File: src/rtl/fwb_pkg.sv
package fwb_pkg;
    typedef enum logic [2:0] {
        ST_IDLE,
        ST_COUNT,
        ST_FILL,
        ST_CONFIRM,
        ST_COMMIT
    } fwb_state_e;
endpackage

File: src/rtl/fwb_window.sv
// Address window test: hit when (addr - base) mod 2^AW is below count.
module fwb_window #(
    parameter int AW = 16,
    parameter int IW = 5,
    localparam int CW = IW + 1
) (
    input  logic [AW-1:0] addr,
    input  logic [AW-1:0] base,
    input  logic [CW-1:0] count,
    output logic          hit,
    output logic [IW-1:0] offset
);
    logic [AW-1:0] diff;

    always_comb begin
        diff   = addr - base;
        hit    = (diff < AW'(count));
        offset = diff[IW-1:0];
    end
endmodule

File: src/rtl/fwb_buffer.sv
// Entry storage: one register per entry, a single write port and a single read port.
module fwb_buffer #(
    parameter int DW    = 16,
    parameter int DEPTH = 32,
    localparam int IW   = $clog2(DEPTH)
) (
    input  logic          clk,
    input  logic          we,
    input  logic [IW-1:0] widx,
    input  logic [DW-1:0] wdata,
    input  logic [IW-1:0] ridx,
    output logic [DW-1:0] rdata
);
    logic [DW-1:0] mem_q [DEPTH];

    for (genvar e = 0; e < DEPTH; e++) begin : g_entry
        always_ff @(posedge clk) begin
            if (we && (widx == IW'(e))) begin
                mem_q[e] <= wdata;
            end
        end
    end

    assign rdata = mem_q[ridx];
endmodule

File: src/rtl/fwb_sequencer.sv
module fwb_sequencer #(
    parameter int         AW        = 16,
    parameter int         DW        = 16,
    parameter int         DEPTH     = 32,
    parameter logic [7:0] CMD_SETUP = 8'hE8,
    parameter logic [7:0] CMD_GO    = 8'hD0,
    parameter logic [7:0] STAT_BUSY = 8'h80
) (
    input  logic          clk,
    input  logic          rst_n,
    input  logic          wr_en,
    input  logic          rd_en,
    input  logic [AW-1:0] addr,
    input  logic [DW-1:0] wdata,
    output logic [DW-1:0] rdata,
    output logic          busy,
    output logic          done,
    output logic          arr_we,
    output logic [AW-1:0] arr_addr,
    output logic [DW-1:0] arr_wdata
);
    import fwb_pkg::*;

    localparam int IW = $clog2(DEPTH);
    localparam int CW = IW + 1;

    fwb_state_e    state_q, state_d;
    logic [AW-1:0] base_q;
    logic [CW-1:0] count_q, remain_q;
    logic [IW-1:0] idx_q;
    logic          done_q;

    logic          win_hit;
    logic [IW-1:0] win_off;
    logic          buf_we;
    logic [CW-1:0] req_len;
    logic          last_entry;
    logic [7:0]    wr_low;

    assign wr_low     = wdata[7:0];
    assign req_len    = {1'b0, wdata[IW-1:0]} + CW'(1);
    assign last_entry = (CW'(idx_q) == (count_q - CW'(1)));

    fwb_window #(.AW(AW), .IW(IW)) win_i (
        .addr   (addr),
        .base   (base_q),
        .count  (count_q),
        .hit    (win_hit),
        .offset (win_off)
    );

    assign buf_we = (state_q == ST_FILL) && wr_en && win_hit;

    fwb_buffer #(.DW(DW), .DEPTH(DEPTH)) buf_i (
        .clk   (clk),
        .we    (buf_we),
        .widx  (win_off),
        .wdata (wdata),
        .ridx  (idx_q),
        .rdata (arr_wdata)
    );

    // State register
    always_ff @(posedge clk or negedge rst_n) begin
        if (!rst_n) state_q <= ST_IDLE;
        else        state_q <= state_d;
    end

    // Transitions
    always_comb begin
        state_d = state_q;
        unique case (state_q)
            ST_IDLE:    if (wr_en && wr_low == CMD_SETUP) state_d = ST_COUNT;
            ST_COUNT:   if (wr_en) state_d = ST_FILL;
            ST_FILL:    if (buf_we && remain_q == CW'(1)) state_d = ST_CONFIRM;
            ST_CONFIRM: if (wr_en) state_d = (wr_low == CMD_GO) ? ST_COMMIT : ST_IDLE;
            ST_COMMIT:  if (last_entry) state_d = ST_IDLE;
            default:    state_d = ST_IDLE;
        endcase
    end

    // Sequence bookkeeping registers
    always_ff @(posedge clk or negedge rst_n) begin
        if (!rst_n) begin
            base_q   <= '0;
            count_q  <= '0;
            remain_q <= '0;
            idx_q    <= '0;
            done_q   <= 1'b0;
        end else begin
            done_q <= 1'b0;
            unique case (state_q)
                ST_IDLE: begin
                    if (wr_en && wr_low == CMD_SETUP) begin
                        base_q   <= addr;
                        count_q  <= '0;
                        remain_q <= '0;
                    end
                end
                ST_COUNT: begin
                    if (wr_en) begin
                        count_q  <= req_len;
                        remain_q <= req_len;
                    end
                end
                ST_FILL: begin
                    if (buf_we) remain_q <= remain_q - CW'(1);
                end
                ST_CONFIRM: begin
                    idx_q <= '0;
                    if (wr_en && wr_low != CMD_GO) done_q <= 1'b1;
                end
                ST_COMMIT: begin
                    idx_q <= idx_q + IW'(1);
                    if (last_entry) done_q <= 1'b1;
                end
                default: ;
            endcase
        end
    end

    // Outputs
    always_comb begin
        busy     = (state_q == ST_COMMIT);
        arr_we   = busy;
        arr_addr = base_q + AW'(idx_q);
        done     = done_q;
        rdata    = (rd_en && state_q != ST_IDLE) ? DW'(STAT_BUSY) : '0;
    end
endmodule

File: config.mk
export PLATFORM = sky130hd
export DESIGN_NAME = fwb_sequencer
export DESIGN_NICKNAME = d
export VERILOG_FILES = /design/src/rtl/fwb_pkg.sv /design/src/rtl/fwb_window.sv /design/src/rtl/fwb_buffer.sv /design/src/rtl/fwb_sequencer.sv
export SDC_FILE = /design/constraint.sdc
export NUM_CORES = 1
export LEC_CHECK = 0
export ABC_AREA = 1
export ABC_CLOCK_PERIOD_IN_PS = 6700
export BUFFER_PORTS_ARGS = -buffer_cell sky130_fd_sc_hd__buf_2
export CAP_MARGIN = 10
export CORE_MARGIN = 5
export CORE_UTILIZATION = 65
export DETAILED_ROUTE_END_ITERATION = 12
export HOLD_SLACK_MARGIN = 0.03
export PLACE_DENSITY = 0.83
export SLEW_MARGIN = 0
export SYNTH_ARGS = -nofsm -noshare
export SYNTH_HDL_FRONTEND = slang
export SYNTH_SLANG_ARGS = --single-unit
File: constraint.sdc
create_clock -name clk -period 6.7 [get_ports clk]
set_input_delay 1.34 -clock clk [delete_from_list [all_inputs] [get_ports clk]]
set_output_delay 1.34 -clock clk [all_outputs]
set_load 0.01 [all_outputs]
==> results of run 1 <==
## final cells by class
cell class | count | area [um^2] | share of cell area (%)
inverter | 101 | 385.4 | 1.465
antenna | 2 | 5.005 | 0.01902
timing repair buffer | 105 | 648.1 | 2.464
multi-input combinational | 1329 | 6598 | 25.08
sequential | 549 | 16310 | 61.99
clock inverter | 33 | 366.6 | 1.394
tap | 468 | 585.6 | 2.226
clock buffer | 64 | 1410 | 5.360
## logic make-up (layout without fill, tap and decap cells)
group                      count (synthesis)  count (layout)  share of synthesized area, %
adders and majority gates                 33              33                         1.797
AOI/OAI and AO/OA                        545             545                         12.46
and+or+nand+nor                          708             708                         12.13
DFF                                      549             549                         68.46
other                                      1              17                       0.01575
xor gates and xnor gates                  28              28                         1.061
buffers and inverters                    232             303                         4.078
## worst min-delay path by stage
stage / from / end / slack (ns) / depth (start not counted)
floorplan: count_q[1]$_DFFE_PN0P_ / count_q[1]$_DFFE_PN0P_ / 0.45 / 2
global placement: count_q[1]$_DFFE_PN0P_ / count_q[1]$_DFFE_PN0P_ / 0.47 / 2
detailed placement: count_q[1]$_DFFE_PN0P_ / count_q[1]$_DFFE_PN0P_ / 0.47 / 2
CTS: count_q[1]$_DFFE_PN0P_ / count_q[1]$_DFFE_PN0P_ / 0.49 / 2
global route: count_q[1]$_DFFE_PN0P_ / count_q[1]$_DFFE_PN0P_ / 0.52 / 2
finish: count_q[1]$_DFFE_PN0P_ / count_q[1]$_DFFE_PN0P_ / 0.49 / 2
## worst max-delay path, stage by stage, from the launching register on
cell     delay [ns]
dfrtp_4        0.71
inv_6          0.74
buf_12         0.34
o21ai_0        0.12
o22ai_1        0.36
a21oi_1        0.12
o31ai_1        0.78
buf_2          0.27
## cell usage in the layout, fill, tap and decap left out, types with 34 or more instances in the layout
cell type and count:
buf_2 71, nor2_1 355, o22ai_1 150, clkbuf_16 55
dfrtp_1 34, o21ai_0 328, nand3_1 46, inv_1 96
edfxtp_1 512, nand2_1 246, a21oi_1 39
## flip-flops by register name (all words and copies together), names as in the netlist
| register | cells |
|---|---|
| done | 1 |
| base_q | 16 |
| state_q | 3 |
| count_q | 6 |
| remain_q | 6 |
| buf_i.mem_q | 512 |
| idx_q | 5 |
## through the flow
step	hold WS [ns]	total power (W)	utilization [%]	area (um^2)	worst slack [ns]
after CTS	0.4880	0.008439	72.36	26300	1.383
final	0.4871	0.008490	72.38	26310	1.172
after global placement	0.4713	0.005398	67.48	24530	1.624
after global routing	0.5205	0.008745	72.36	26300	0.9999
after detailed placement	0.4735	0.005425	67.48	24530	1.479
after floorplan	0.4530	0.004752	-	23860	2.113
## power groups by stage
stage	Clock [W]	Combinational, W	Sequential [W]
6_report	0.00306	0.00164	0.00379
5_1_grt	0.00323	0.00173	0.00379
4_1_cts	0.00307	0.00158	0.00379
3_5_place_dp	0	0.00156	0.00386
3_3_place_gp	0	0.00154	0.00386
2_1_floorplan	0	0.000912	0.00384
## layer usage
metal	share of wire, %	global-route usage [%]	vias up
met2	47	49.84	1241
met3	13	8.026	188
li1	-	-	7561
met4	4.1	11.67	4
met1	35	42.57	8163
met5	0.036	0	-
==> impl_metrics.ini, run 1 <==
[setup_path]
startpoint_type = register
path_max_fanout = 141
rr_worst_depth = 14
critPathLaunch = idx_q[0]$_DFFE_PN0P_
arrival_ns = 4.19
rr_endpoint = buf_i.mem_q[31][8]$_DFFE_PP_
crit_path_end = arr_wdata[4]
cp-end-kind = output port
timing.rr.start = base_q[1]$_DFFE_PN0P_
cp.required_ns = 5.36
rrSetupSlack_ns = 2.50
criticalPathCategory = register to output port

[detailed_routing]
avgRoutedWirePerCell_um = 24.36
drt_iter0_drc = 2172
totalWireLength_um = 64580
antenna_left = 0
drt_first_pass_iters = 6
vias = 17160
viasPerCell = 6.472
drc = 0

[final_layout]
num-fill-cells = 2395
fin_cells = 2651
drive_gt1_share_pct = 10.36
final_nets = 2208
area_growth_pct = 10.48

[yosys]
synth.avg_cell_area_um2 = 11.36
synth_ff_type = edfxtp_1
synthesis.area_um2 = 23810
yosysWarnings = 0
synth.area.top_cells = edfxtp_1 (65%), o21ai_0 (6.9%), nor2_1 (5.6%)
synthDistinctLibCells = 44
synth_top_area_share_pct = 64.57
ys_seq_area_share_pct = 68.46
yosysMostFrequentCell = edfxtp_1
synth_top_cell_by_area = edfxtp_1
synthCells = 2096
synth_edf_count = 512
yosys_register_bits = 549
synth_commonest_cells = edfxtp_1 (512), nor2_1 (357), o21ai_0 (328)
postSynth.asyncResetShare_pct = 6.740

[die]
start_util_pct = 65.51
io-pin-count = 87
die_height_um = 201.4
core_um2 = 36350
die_x_um = 201.4
die_area_um2 = 40560
num_rows = 70

[placement]
dp_hpwl_um = 39480
dpl.cell_count = 2552
io_buffers = 71
gp_congestion = 0.9234

[sta]
setup_violations = 0
clock_skew_ns = 0.01936
worst_slew_pin_slew_ns = 1.207
relSlewSlack_pct = 19.51
setup-tns-final_ns = 0
period_needed_ns = 5.528
final-hold-violation-count = 0
period_share_pct = 82.51
slew_violations = 0
rsz0062_at_grt = no
achievable-frequency_mhz = 180.9

[global_route]
grtUsageTotal_pct = 31.36
grt_pass1_vias = 16440
grt_overflow = 0
grt_pass1_wl_um = 96980
grt_max_degree = 207
grt_antenna_before_repair = 3

[clock_network]
numCtsBuffers = 53
cts_tree = yes
htree_levels = 2
clock_latency_ns = 0.61
ctsResizeCount = 0
cts_root_buf = clkbuf_16
cts.sinks = 549
post_cts_buffers = 0
cts.clk_slew.worst_paths_ns = 0.06
clockBufferDepth = 3
hold_buffers = 0

[power]
p_sw_w = 0.002471
p_int_w = 0.006018
p_per_area_nw_per_um2 = 322.7
pwr-share-clk_pct = 36.0
p_sw_share_pct = 29.11
peakVddDrop_uv = 431.9
p_leak_nw = 9.321
p_comb_share_pct = 19.4
power_frac_seq_pct = 44.6

[min_path]
min_path_type = register to register

[run_status]
outcome = complete, no violations

[job]
maxCapViolCount = 0
(Power assumes the default switching activity.)
==> inputs of run 2 (changes only) <==
- ABC_AREA: 1 -> 0
- ABC_CLOCK_PERIOD_IN_PS: 6700 -> 4850
- CORE_UTILIZATION: 65 -> 56
- PLACE_DENSITY: 0.83 -> 0.76
- clock period: 6.7 -> 4.85 ns (I/O delays scaled with it)
==> impl_metrics.ini, run 2 <==
[run_status]
outcome = complete, no violations

[yosys]
synth.avg_cell_area_um2 = 19.23
muxShareOfSynthArea_pct = 16.56
synth_ff_type = edfxtp_1
ys_seq_area_share_pct = 70.94
yosys_register_bits = 549
postSynth.asyncResetShare_pct = 6.740
synthCells = 1195
synth_fa_ha_area_share_pct = 1.862
synth_edf_count = 512
synth_top_area_share_pct = 66.91
synth_top_cell_by_area = edfxtp_1
yosysWarnings = 0
synthDistinctLibCells = 65
yosysMostFrequentCell = edfxtp_1
synth_top_family_by_area = multiplexers
synth_compound_area_share_pct = 3.398
synthSimpleGateAreaFrac_pct = 3.942
synth.area.top_cells = edfxtp_1 (67%), mux4_2 (16%), dfrtp_1 (4.0%)
synth_commonest_cells = edfxtp_1 (512), mux4_2 (160), nor2_1 (62)
synth_xor_area_share_pct = 1.182
synthesis.area_um2 = 22980

[global_route]
grt_pass1_wl_um = 81700
busiest_layer = met2
met1_usage_pct = 35.68
grt_overflow = 0
grt_pass1_vias = 12250
gr-usage-met3_pct = 4.810
grt_antenna_before_repair = 2
grtUsageTotal_pct = 25.27
grt_use_met2_pct = 40.03
grt_max_degree = 134

[sta]
setup_ws_ns = 0.3433
rsz0062_at_grt = no
worst_slew_pin_slew_ns = 0.8968
final-hold-violation-count = 0
achievable-frequency_mhz = 221.9
period_needed_ns = 4.507
clock_skew_ns = 0.03221
relSlewSlack_pct = 40.22
period_share_pct = 92.92
slew_violations = 0
setup_violations = 0

[clock_network]
cts_tree = yes
cts.sinks = 549
cts.clk_slew.worst_paths_ns = 0.06
clock_latency_ns = 0.61
numCtsBuffers = 53
hold_buffers = 0
clockBufferDepth = 3
post_cts_buffers = 0
ctsResizeCount = 0
htree_levels = 2
cts_root_buf = clkbuf_16

[detailed_routing]
drt_iter0_drc = 1648
antenna_left = 0
avgRoutedWirePerCell_um = 29.58
vias = 12180
drt_first_pass_iters = 7
totalWireLength_um = 55910
drc = 0
viasPerCell = 6.444

[placement]
pre_cts_ws_ns = -0.04780
dp_hpwl_um = 35500
gp_congestion = 0.8732
place_area_um2 = 24610
io_buffers = 71
dpl.cell_count = 1804

[setup_path]
cp-end-kind = output port
path_max_fanout = 24
arrival_ns = 3.54
criticalPathCategory = register to output port
cp.required_ns = 3.88
startpoint_type = register
rr_worst_depth = 16

[die]
io-pin-count = 87
die_area_um2 = 45190
start_util_pct = 56.41
num_rows = 74
die_x_um = 212.6
core_um2 = 40740
die_height_um = 212.6

[final_layout]
largest_reg_flops = 512
diodes = 0
fin_util_pct = 64.29
drive_gt1_share_pct = 31.52
fin_cells = 1890
layout_commonest_cell = edfxtp_1
reg_top3 = buf_i.mem_q (512), base_q (16)
final_cell_mix = edfxtp_1 (512), mux4_2 (160), buf_2 (71)
final_nets = 1396
design_area_um2 = 26190
top_register = buf_i.mem_q
area_growth_pct = 13.98

[power]
peakVddDrop_uv = 565.7
p_leak_nw = 8.877
p_per_area_nw_per_um2 = 455.8

[min_path]
min_path_type = primary input to asynchronous set/reset pin

[job]
maxCapViolCount = 0
## run 2: final cells by class
class | instances | area [um^2]
Sequential cell | 549 | 16310
Fill cell | 2616 | 14550
Multi-Input combinational cell | 552 | 6332
Clock buffer | 60 | 1374
Timing Repair Buffer | 132 | 1151
Tap cell | 532 | 665.6
Clock inverter | 26 | 212.7
Inverter | 39 | 146.4
## run 2: path summary, 6_finish.rpt
check,startpoint,endpoint,slack [ns]
max,idx_q[0]$_DFFE_PN0P_,arr_addr[14],0.34
max reg2reg,base_q[4]$_DFFE_PN0P_,buf_i.mem_q[17][8]$_DFFE_PP_,0.64
min reg2reg,remain_q[1]$_DFFE_PN0P_,remain_q[1]$_DFFE_PN0P_,0.57
min,rst_n,base_q[4]$_DFFE_PN0P_,0.48
max in group asynchronous,rst_n,idx_q[0]$_DFFE_PN0P_,3.72
min in group clk,remain_q[1]$_DFFE_PN0P_,remain_q[1]$_DFFE_PN0P_,0.57
## run 2: per-layer routing
| metal | wire [um] | up-vias |
|---|---|---|
| met5 | 0 | - |
| met4 | 2242 | 0 |
| met3 | 5945 | 107 |
| met2 | 26710 | 697 |
| met1 | 21010 | 6274 |
| li1 | - | 5102 |
## run 2: stage by stage
stage | TNS [ns] | hold slack (ns) | power (W)
after floorplan | 0 | 0.5042 | 0.007105
after global placement | 0 | 0.5219 | 0.008158
after detailed placement | -1.643 | 0.5483 | 0.008191
after CTS | 0 | 0.4806 | 0.01200
after global routing | 0 | 0.5389 | 0.01234
final | 0 | 0.4827 | 0.01194
## run 2: logic make-up after synthesis
group / Yosys count
AOI/OAI and AO/OA: 113
xor gates and xnor gates: 31
adders and majority gates: 33
buffers and inverters: 108
DFF: 549
muxes: 178
other: 1
and+or+nand+nor: 182
## run 2: report_power, final
group / switching (W) / internal, W / leakage [nW]
registers: 0.0000261 / 0.00520 / 4.99
clock network: 0.00170 / 0.00213 / 0.770
logic: 0.00160 / 0.00127 / 3.12
## run 2: worst max-delay path, stage by stage (launching register included)
cell	delay (ns)
dfrtp_4	0.75
ha_1	0.27
inv_1	0.06
fa_1	0.40
inv_1	0.09
a21oi_1	0.08
o21bai_1	0.31
a21o_1	0.20
and3_1	0.25
nand4_1	0.16
xnor2_1	0.19
buf_2	0.16
